===== src/rtl/pwm_ch_pkg.sv =====
package pwm_ch_pkg;

  // register select codes
  localparam logic [1:0] SEL_PERIOD = 2'd0;
  localparam logic [1:0] SEL_DUTY   = 2'd1;
  localparam logic [1:0] SEL_CTRL   = 2'd2;

  // control bit positions
  localparam int CTRL_W   = 3;
  localparam int BIT_EN   = 0;
  localparam int BIT_POL  = 1;
  localparam int BIT_CTR  = 2;

  // widest counter the helper functions accept
  localparam int MAX_W = 16;

  // Is the counter slot (value, direction) inside the active part of the cycle?
  function automatic logic active_slot(input logic [MAX_W-1:0] cnt,
                                       input logic [MAX_W-1:0] thr,
                                       input logic             down,
                                       input logic             centered);
    if (centered && !down) return cnt < thr;
    return cnt <= thr;
  endfunction

  // Pin level from the slot test, the all-ones override and the polarity.
  function automatic logic pin_level(input logic active,
                                     input logic force_off,
                                     input logic pol);
    if (force_off) return ~pol;
    return active ? pol : ~pol;
  endfunction

endpackage


===== src/rtl/pwm_regs.sv =====
module pwm_regs
  import pwm_ch_pkg::*;
#(
  parameter int W = 8
) (
  input  logic         clk,
  input  logic         rst_n,
  input  logic         wr_en,
  input  logic [1:0]   wr_sel,
  input  logic [W-1:0] wr_data,
  input  logic [1:0]   rd_sel,
  output logic [W-1:0] rd_data,
  output logic [W-1:0] period,
  output logic [W-1:0] duty_buf,
  output logic         en,
  output logic         pol,
  output logic         centered
);
  localparam int PAD = W - CTRL_W;

  logic [CTRL_W-1:0] ctrl_q;

  always_ff @(posedge clk or negedge rst_n) begin
    if (!rst_n) begin
      period   <= '1;
      duty_buf <= '1;
      ctrl_q   <= '0;
    end else if (wr_en) begin
      case (wr_sel)
        SEL_PERIOD: period   <= wr_data;
        SEL_DUTY:   duty_buf <= wr_data;
        SEL_CTRL:   ctrl_q   <= wr_data[CTRL_W-1:0];
        default:    ;
      endcase
    end
  end

  assign en       = ctrl_q[BIT_EN];
  assign pol      = ctrl_q[BIT_POL];
  assign centered = ctrl_q[BIT_CTR];

  always_comb begin
    case (rd_sel)
      SEL_PERIOD: rd_data = period;
      SEL_DUTY:   rd_data = duty_buf;
      SEL_CTRL:   rd_data = {{PAD{1'b0}}, ctrl_q};
      default:    rd_data = '0;
    endcase
  end

endmodule


===== src/rtl/pwm_counter.sv =====
module pwm_counter #(
  parameter int W = 8
) (
  input  logic         clk,
  input  logic         rst_n,
  input  logic         en,
  input  logic         centered,
  input  logic         tick,
  input  logic [W-1:0] period,
  output logic         run,
  output logic [W-1:0] cnt_nxt,
  output logic         down_nxt,
  output logic         roll
);
  localparam logic [W-1:0] ONE = W'(1);

  logic [W-1:0] cnt;
  logic         down;

  always_comb begin
    cnt_nxt  = cnt;
    down_nxt = down;
    roll     = 1'b0;
    if (!run) begin
      cnt_nxt  = '0;
      down_nxt = 1'b0;
    end else if (tick) begin
      if (!centered) begin
        down_nxt = 1'b0;
        if (cnt >= period) begin
          cnt_nxt = '0;
          roll    = 1'b1;
        end else begin
          cnt_nxt = cnt + ONE;
        end
      end else if (period == '0) begin
        cnt_nxt  = '0;
        down_nxt = 1'b0;
        roll     = 1'b1;
      end else if (!down) begin
        if (cnt >= period - ONE) begin
          cnt_nxt  = period;
          down_nxt = 1'b1;
        end else begin
          cnt_nxt = cnt + ONE;
        end
      end else begin
        if (cnt <= ONE) begin
          cnt_nxt  = '0;
          down_nxt = 1'b0;
          roll     = 1'b1;
        end else begin
          cnt_nxt = cnt - ONE;
        end
      end
    end
  end

  // run lags enable by one cycle so the count-0 slot is shown after enabling
  always_ff @(posedge clk or negedge rst_n) begin
    if (!rst_n) begin
      run  <= 1'b0;
      cnt  <= '0;
      down <= 1'b0;
    end else begin
      run  <= en;
      cnt  <= cnt_nxt;
      down <= down_nxt;
    end
  end

  p_hold_without_tick_r2: assert property (@(posedge clk) disable iff (!rst_n)
    (run && !tick) |=> ($stable(cnt) && $stable(down)));

  p_idle_at_zero_r9: assert property (@(posedge clk) disable iff (!rst_n)
    (!en && !run) |=> (cnt == '0 && !down));

endmodule


===== src/rtl/pwm_wave.sv =====
module pwm_wave
  import pwm_ch_pkg::*;
#(
  parameter int W = 8
) (
  input  logic         clk,
  input  logic         rst_n,
  input  logic         en,
  input  logic         run,
  input  logic         pol,
  input  logic         centered,
  input  logic [W-1:0] duty_buf,
  input  logic         roll,
  input  logic [W-1:0] cnt_nxt,
  input  logic         down_nxt,
  output logic         pin
);
  logic [W-1:0] duty_act;
  logic [W-1:0] act_nxt;
  logic         force_off;
  logic         active;
  logic         pin_nxt;

  // shadow transfer: continuous while stopped, at the boundary while running
  always_comb begin
    act_nxt   = (!run || roll) ? duty_buf : duty_act;
    force_off = (act_nxt == '1);
    active    = active_slot(MAX_W'(cnt_nxt), MAX_W'(act_nxt), down_nxt, centered);
    pin_nxt   = en ? pin_level(active, force_off, pol) : ~pol;
  end

  always_ff @(posedge clk or negedge rst_n) begin
    if (!rst_n) begin
      duty_act <= '1;
      pin      <= 1'b1;
    end else begin
      duty_act <= act_nxt;
      pin      <= pin_nxt;
    end
  end

  p_shadow_hold_r5: assert property (@(posedge clk) disable iff (!rst_n)
    (run && !roll) |=> $stable(duty_act));

  p_inactive_when_off_r9: assert property (@(posedge clk) disable iff (!rst_n)
    !en |=> (pin == !$past(pol)));

  p_ff_forces_off_r8: assert property (@(posedge clk) disable iff (!rst_n)
    (en && run && !roll && duty_act == '1) |=> (pin == !$past(pol)));

endmodule


===== src/rtl/pwm_channel.sv =====
module pwm_channel #(
  parameter int W = 8
) (
  input  logic         clk,
  input  logic         rst_n,
  input  logic         wr_en,
  input  logic [1:0]   wr_sel,
  input  logic [W-1:0] wr_data,
  input  logic [1:0]   rd_sel,
  output logic [W-1:0] rd_data,
  input  logic         tick,
  output logic         pwm_out
);
  logic [W-1:0] period;
  logic [W-1:0] duty_buf;
  logic         en;
  logic         pol;
  logic         centered;
  logic         run;
  logic [W-1:0] cnt_nxt;
  logic         down_nxt;
  logic         roll;

  pwm_regs #(.W(W)) u_regs (
    .clk      (clk),
    .rst_n    (rst_n),
    .wr_en    (wr_en),
    .wr_sel   (wr_sel),
    .wr_data  (wr_data),
    .rd_sel   (rd_sel),
    .rd_data  (rd_data),
    .period   (period),
    .duty_buf (duty_buf),
    .en       (en),
    .pol      (pol),
    .centered (centered)
  );

  pwm_counter #(.W(W)) u_cnt (
    .clk      (clk),
    .rst_n    (rst_n),
    .en       (en),
    .centered (centered),
    .tick     (tick),
    .period   (period),
    .run      (run),
    .cnt_nxt  (cnt_nxt),
    .down_nxt (down_nxt),
    .roll     (roll)
  );

  pwm_wave #(.W(W)) u_wave (
    .clk      (clk),
    .rst_n    (rst_n),
    .en       (en),
    .run      (run),
    .pol      (pol),
    .centered (centered),
    .duty_buf (duty_buf),
    .roll     (roll),
    .cnt_nxt  (cnt_nxt),
    .down_nxt (down_nxt),
    .pin      (pwm_out)
  );

endmodule


===== config.mk =====
export PLATFORM = sky130hd
export DESIGN_NAME = pwm_channel
export DESIGN_NICKNAME = d
export VERILOG_FILES = /design/src/rtl/pwm_ch_pkg.sv /design/src/rtl/pwm_regs.sv /design/src/rtl/pwm_counter.sv /design/src/rtl/pwm_wave.sv /design/src/rtl/pwm_channel.sv
export SDC_FILE = /design/constraint.sdc
export NUM_CORES = 1
export LEC_CHECK = 0
export BUFFER_PORTS_ARGS = -buffer_cell sky130_fd_sc_hd__buf_2
export CORE_ASPECT_RATIO = 0.6
export CORE_UTILIZATION = 60
export DETAILED_ROUTE_END_ITERATION = 6
export PLACE_DENSITY = 0.84
export SLEW_MARGIN = 20
export SYNTH_ARGS = -nofsm -noshare
export SYNTH_HDL_FRONTEND = slang
export SYNTH_SLANG_ARGS = --single-unit

===== constraint.sdc =====
create_clock -name clk -period 5.6 [get_ports clk]
set_clock_uncertainty 0.05 [all_clocks]
set_input_delay 0 -clock clk [delete_from_list [all_inputs] [get_ports clk]]
set_output_delay 0 -clock clk [all_outputs]
set_load 0.005 [all_outputs]

# [After elaboration in Yosys (flattened, before gate mapping)]
# Index checks and enable logic that the tools add are counted.
[word_totals] output_inout_bits=9 word_cells=64 input_bits=16 register_bits=38
[classes] order_cmp=5 eq_ne=5 n_mux=32 add_sub_neg=3 n_reduce_logical=10 bitwise=1
[op_table] cell="$mux 8" count=9
[op_table] cell="$pmux 8 s3" count=1
[op_table] cell="$mux 1" count=22
[op_table] cell="$ge 8x8->1" count=2
[op_table] cell="$sub 8x1->8 const B" count=2
[op_table] cell="$add 8x1->8 const B" count=1
[op_table] cell="$eq 8x8->1 const B" count=1
[op_table] cell="$le 8x1->1 const B" count=1
[op_table] cell="$le 8x8->1" count=1
[op_table] cell="$logic_not 8->1" count=1
[op_table] cell="$lt 8x8->1" count=1
[op_table] cell="$reduce_and 2->1" count=3
[op_table] cell="$eq 2x1->1 const B" count=2
[op_table] cell="$eq 2x2->1 const B" count=2
[op_table] cell="$logic_not 2->1" count=2
[op_table] cell="$logic_not 1->1" count=2
[op_table] cell="$logic_and 1x1->1" count=1
[op_table] cell="$logic_or 1x1->1" count=1
[op_table] cell="$not 1->1" count=1

# [Depth between registers and ports, before layout]
[logic_depth] ltp_word=15 mapped_depth=21 ltp_nobuf=20

# [Hierarchy]
# From an unflattened synthesis, not the netlist that was laid out.
[hier_totals] hier_cells=320 area_unflattened_um2=3055.4
[by_module_without_submodules] mod="pwm_counter" n_inst=1 seq_area_each_um2=250.2 cells_each=194 area_each_um2=1505.2
[by_module_without_submodules] mod="pwm_regs" n_inst=1 seq_area_each_um2=495.5 cells_each=60 area_each_um2=887.1
[by_module_without_submodules] mod="pwm_wave" n_inst=1 seq_area_each_um2=236.5 cells_each=66 area_each_um2=663.1

# [Least setup slack after synthesis]
# No wires, ideal clock.
[synth_path] path_type="register to register" startpoint="register u_regs.period[0]" endpoint="register u_wave.pin" arrival_ps=3773 slack_ps=1702 path_buffers=0 path_stages_with_launch=21 cell_sequence="dfstp_2 -> inv_1 -> ha_1 -> nand3_1 -> xnor2_1 -> ha_1 -> a21oi_1 -> o21ai_0 -> a21oi_1 -> o21ba_2 -> mux2_2 -> a221oi_1 -> a21oi_1 -> ha_1 -> nor2b_1 -> o211ai_1 -> a21oi_1 -> nor4bb_1 -> a21oi_1 -> a21oi_2 -> xnor2_1"
[synth_between] word_cells_on_any_way=36 classes_between="add/sub: 1; order compare: 4; eq/ne: 1; mux: 26; reduce/logical: 4"
[synth_lines] item="start, declared" line="pwm_regs.sv:13" source="output logic [W-1:0] period,"
[synth_lines] item="start signal, assigned" line="pwm_regs.sv:30" source="SEL_PERIOD: period <= wr_data;"
[synth_lines] item="$sub 8x1->8" line="pwm_counter.sv:41" source="if (cnt >= period - ONE) begin"
[synth_lines] item="$ge 8x8->1" line="pwm_counter.sv:41"
[synth_lines] item="$mux 8" line="pwm_counter.sv:41"
[synth_lines] item="$mux 8" line="pwm_counter.sv:40" source="end else if (!down) begin"
[synth_lines] item="$mux 8" line="pwm_counter.sv:36" source="end else if (period == '0) begin"
[synth_lines] item="$mux 8 (*)" line="pwm_counter.sv:28" source="if (!centered) begin"
[synth_lines] item="$mux 8 (*)" line="pwm_counter.sv:27" source="end else if (tick) begin"
[synth_lines] item="$mux 8 (*)" line="pwm_counter.sv:24" source="if (!run) begin"
[synth_lines] item="net cnt_nxt[1]" line="pwm_channel.sv:20" source="logic [W-1:0] cnt_nxt;"
[synth_lines] item="$lt 8x8->1" line="pwm_ch_pkg.sv:22" source="if (centered && !down) return cnt < thr;"
[synth_lines] item="$mux 1" line="pwm_ch_pkg.sv:22"
[synth_lines] item="$mux 1 (*)" line="pwm_ch_pkg.sv:23" source="return cnt <= thr;"
[synth_lines] item="$mux 1 (*) (2 in a row)" line="pwm_ch_pkg.sv:31" source="return active ? pol : ~pol;"
[synth_lines] item="$mux 1 (*)" line="pwm_wave.sv:29" source="pin_nxt = en ? pin_level(active, force_off, pol) : ~pol;"
[synth_lines] item="net u_wave.pin_nxt" line="pwm_wave.sv:22" source="logic pin_nxt;"
[synth_lines] item="end signal, assigned" line="pwm_wave.sv:38" source="pin <= pin_nxt;"
[synth_lines] item="end, declared" line="pwm_wave.sv:16" source="output logic pin"
# Mark *: on every way through the listed nets, which the timed path passes. The rest lies on a longest branch. The select of a mux whose other input is x is not followed.
# A chain may end at the register's enable or synchronous reset.

# [Worst setup path in the final report]
# Same ends and word-level chain as after synthesis.

==> flow_metrics.py <==
metrics = {
    "status": {
        "status": "complete, no violations",
    },
    "power": {
        "p_sw_w": 0.0004640,
        "pwr-share-comb_pct": 40.2,
        "pwr-share-clk_pct": 19.8,
        "power.internal_w": 0.0007039,
        "p_total_w": 0.001168,
        "p_seq_share_pct": 39.9,
        "netSwitchingFraction_pct": 39.73,
        "ir_drop_mv": 0.2566,
        "power.leakage_nw": 1.454,
        "power_density_nw_per_um2": 362.5,
    },
    "floorplanning": {
        "num_rows": 19,
        "core_sq_um": 4588,
        "die_h_microns": 55.52,
        "die_width_microns": 91.20,
        "start_util_pct": 62.42,
        "dieArea_sq_um": 5063,
        "io_pins": 25,
    },
    "route": {
        "first_pass_iters": 5,
        "drc_errors": 0,
        "drtIter0Drc": 310,
        "vias_per_cell": 6.373,
        "num_vias": 2549,
        "wirelength_microns": 7958,
        "wl_per_cell_microns": 19.90,
        "drtAntennaViolNets": 0,
    },
    "global_route": {
        "grt_max_degree": 39,
        "antenna_found_initial": 0,
        "grt_overflow": 0,
        "grt_pass1_vias": 2492,
        "grt_use_total_pct": 32.83,
        "grt_pass1_wl_microns": 12540,
    },
    "clock_tree": {
        "clk_latency_ns": 0.29,
        "cts_sinks": 38,
        "cts_tree": "built",
        "cts.clk_slew.worst_paths_ns": 0.08,
        "cts-root-buf": "clkbuf_8",
        "cts_setup_buffers": 0,
        "cts_buffers": 5,
        "clockBufferDepth": 2,
        "htree_levels": 2,
    },
    "yosys": {
        "yosysUniqueCellTypes": 50,
        "synth.top_cell.area_share_pct": 22.94,
        "syn-cell-area_sq_um": 2864,
        "synth.top_cells.by_count": "29 x ha_1, 29 x nand2_1, 26 x o21ai_0",
        "ys_seq_area_share_pct": 34.29,
        "synthCells": 307,
        "syn_nets": 352,
        "synth_seq_cells": 38,
        "avgSynthCellArea_sq_um": 9.329,
        "yosys_warnings": 0,
        "synth_area_leader_cell": "dfstp_2",
        "synth_area_leaders": "dfstp_2 23%, ha_1 13%, dfrtp_1 11%",
        "synth_edf_count": 0,
        "synth-main-ff-cell": "dfstp_2",
        "async_flop_share_pct": 100.0,
    },
    "place": {
        "post-dp-hpwl_microns": 5733,
        "portBuffers": 24,
        "place_congestion": 0.9971,
    },
    "setup_path": {
        "r2r_cells": 20,
        "end_kind": "register",
        "crit_arrival_ns": 4.66,
        "r2r_slack_ns": 1.11,
        "critical_path_class": "reg2reg",
        "r2r-end": "u_wave.pin",
        "path_max_fanout": 11,
        "cp.required_ns": 5.77,
        "endpoint": "u_wave.pin",
        "timing.rr.start": "u_regs.period[0]",
        "critPathLaunchType": "register",
        "crit_start": "u_regs.period[0]",
    },
    "sta": {
        "hold_viol_final": 0,
        "tns_ns": 0,
        "slew_headroom_pct": 46.44,
        "rsz0062_at_grt": "no",
        "max_freq_ghz": 0.2228,
        "hold_ws_ns": 0.1056,
        "worst_slew_pin_slew_ns": 0.8034,
        "setup_viol": 0,
        "min_period_ns": 4.488,
        "maxSlewViolCount": 0,
        "min_period_over_period_pct": 80.14,
    },
    "layout": {
        "area_growth_pct": 12.49,
        "final_nets": 381,
        "drive_gt1_share_pct": 24.33,
        "num_antenna_cells": 0,
        "fin_util_pct": 70.22,
    },
    "worst_hold_path": {
        "hp-class": "in2reg",
        "hold_depth": 2,
    },
    "flow_run": {
        "cap_violations": 0,
    },
}
state kept, by name, indices dropped and copies added (netlist names):
signal / flops
u_cnt.cnt: 8
u_cnt.down: 1
u_cnt.run: 1
u_regs.ctrl_q: 3
u_regs.duty_buf: 8
u_regs.period: 8
u_wave.duty_act: 8
u_wave.pin: 1
logic make-up (layout without fill, tap and decap cells):
| group | after synthesis | count (layout) | synth area share [%] |
|---|---|---|---|
| xor gates and xnor gates | 16 | 16 | 4.893 |
| DFF | 38 | 38 | 34.29 |
| AOI/OAI and AO/OA | 75 | 75 | 17.39 |
| muxes | 30 | 30 | 11.23 |
| adders and majority gates | 29 | 29 | 12.67 |
| buffers and inverters | 34 | 64 | 4.543 |
| and+or+nand+nor | 85 | 85 | 14.98 |
metrics by stage:
step | cell area [sq um] | cells | worst slack, ns
after global placement | 3023 | 383 | 1.363
final | 3222 | 400 | 1.112
after floorplan | 2864 | 307 | 1.702
after CTS | 3222 | 400 | 1.174
after global routing | 3222 | 400 | 0.6939
after detailed placement | 3023 | 383 | 1.193
power by group through the flow:
stage / Sequential (W) / Combinational (W) / Clock, W
after global routing: 0.000472 / 0.000516 / 0.000246
after global placement: 0.000461 / 0.000431 / 0
after detailed placement: 0.000465 / 0.000450 / 0
after CTS: 0.000461 / 0.000460 / 0.000236
after floorplan: 0.000419 / 0.000353 / 0
final: 0.000466 / 0.000470 / 0.000232
worst min path at each step:
stage | endpoint | start | slack (ns)
final | u_cnt.cnt[1] | tick | 0.11
after global placement | u_regs.ctrl_q[2] | rst_n | 0.08
after floorplan | u_cnt.cnt[0] | rst_n | -0.35
after global routing | u_cnt.cnt[1] | tick | 0.12
after CTS | u_cnt.cnt[1] | tick | 0.07
after detailed placement | u_regs.ctrl_q[2] | rst_n | 0.08
critical path, stage by stage, from the launching register on:
cell and delay (ns):
dfstp_2 0.58, inv_1 0.13, ha_1 0.26, nand3_1 0.10, xnor2_1 0.12, ha_1 0.26
a21oi_1 0.12, o21ai_0 0.13, a21oi_1 0.25, o21ba_2 0.33, mux2_2 0.36, a221oi_1 0.25
a21oi_1 0.12, ha_1 0.33, nor2b_1 0.14, o211ai_1 0.15, a21oi_1 0.08, nor4bb_1 0.25
a21oi_1 0.09, a21oi_2 0.16, xnor2_1 0.13
metal layers:
layer / wire length [microns] / track usage [%] / vias up
met3: 793 / 9.229 / 11
met1: 3654 / 47.19 / 1242
li1: - / - / 1171
met4: 87 / 9.070 / 0
met5: 0 / 0 / -
met2: 3423 / 48.70 / 125
cells in the final DEF (no fill, tap or decap), types with 3 or more instances in the layout:
cell,netlist,routed
nand2_1,29,29
nand4_1,10,10
mux2i_1,16,16
xnor2_1,14,14
o31ai_1,3,3
inv_1,22,22
a21oi_1,12,12
mux2_2,13,13
buf_2,2,24
a31oi_1,4,4
dfstp_2,25,25
dfrtp_1,13,13
ha_1,29,29
o211ai_1,7,7
nor2b_1,5,5
o21ai_0,26,26
nor3_1,5,5
dlygate4sd3_1,0,9
nor2_1,17,17
clkbuf_8,0,5
nand3_1,7,7
cell type report:
class | instances | area [sq um]
flip-flops and latches | 38 | 982.2
well taps | 63 | 78.83
fillers | 350 | 1366
clock inverters | 3 | 40.04
clock buffers | 5 | 68.82
multi-input cells | 235 | 1752
inverters | 22 | 82.58
repair buffers | 34 | 217.7
timing repair:
item / CTS / global route
endpoints found under the hold margin: 32 / 0
resized for setup: 0 / 0
hold buffers: 9 / 0
No activity file was read; power rests on OpenSTA's default activity.
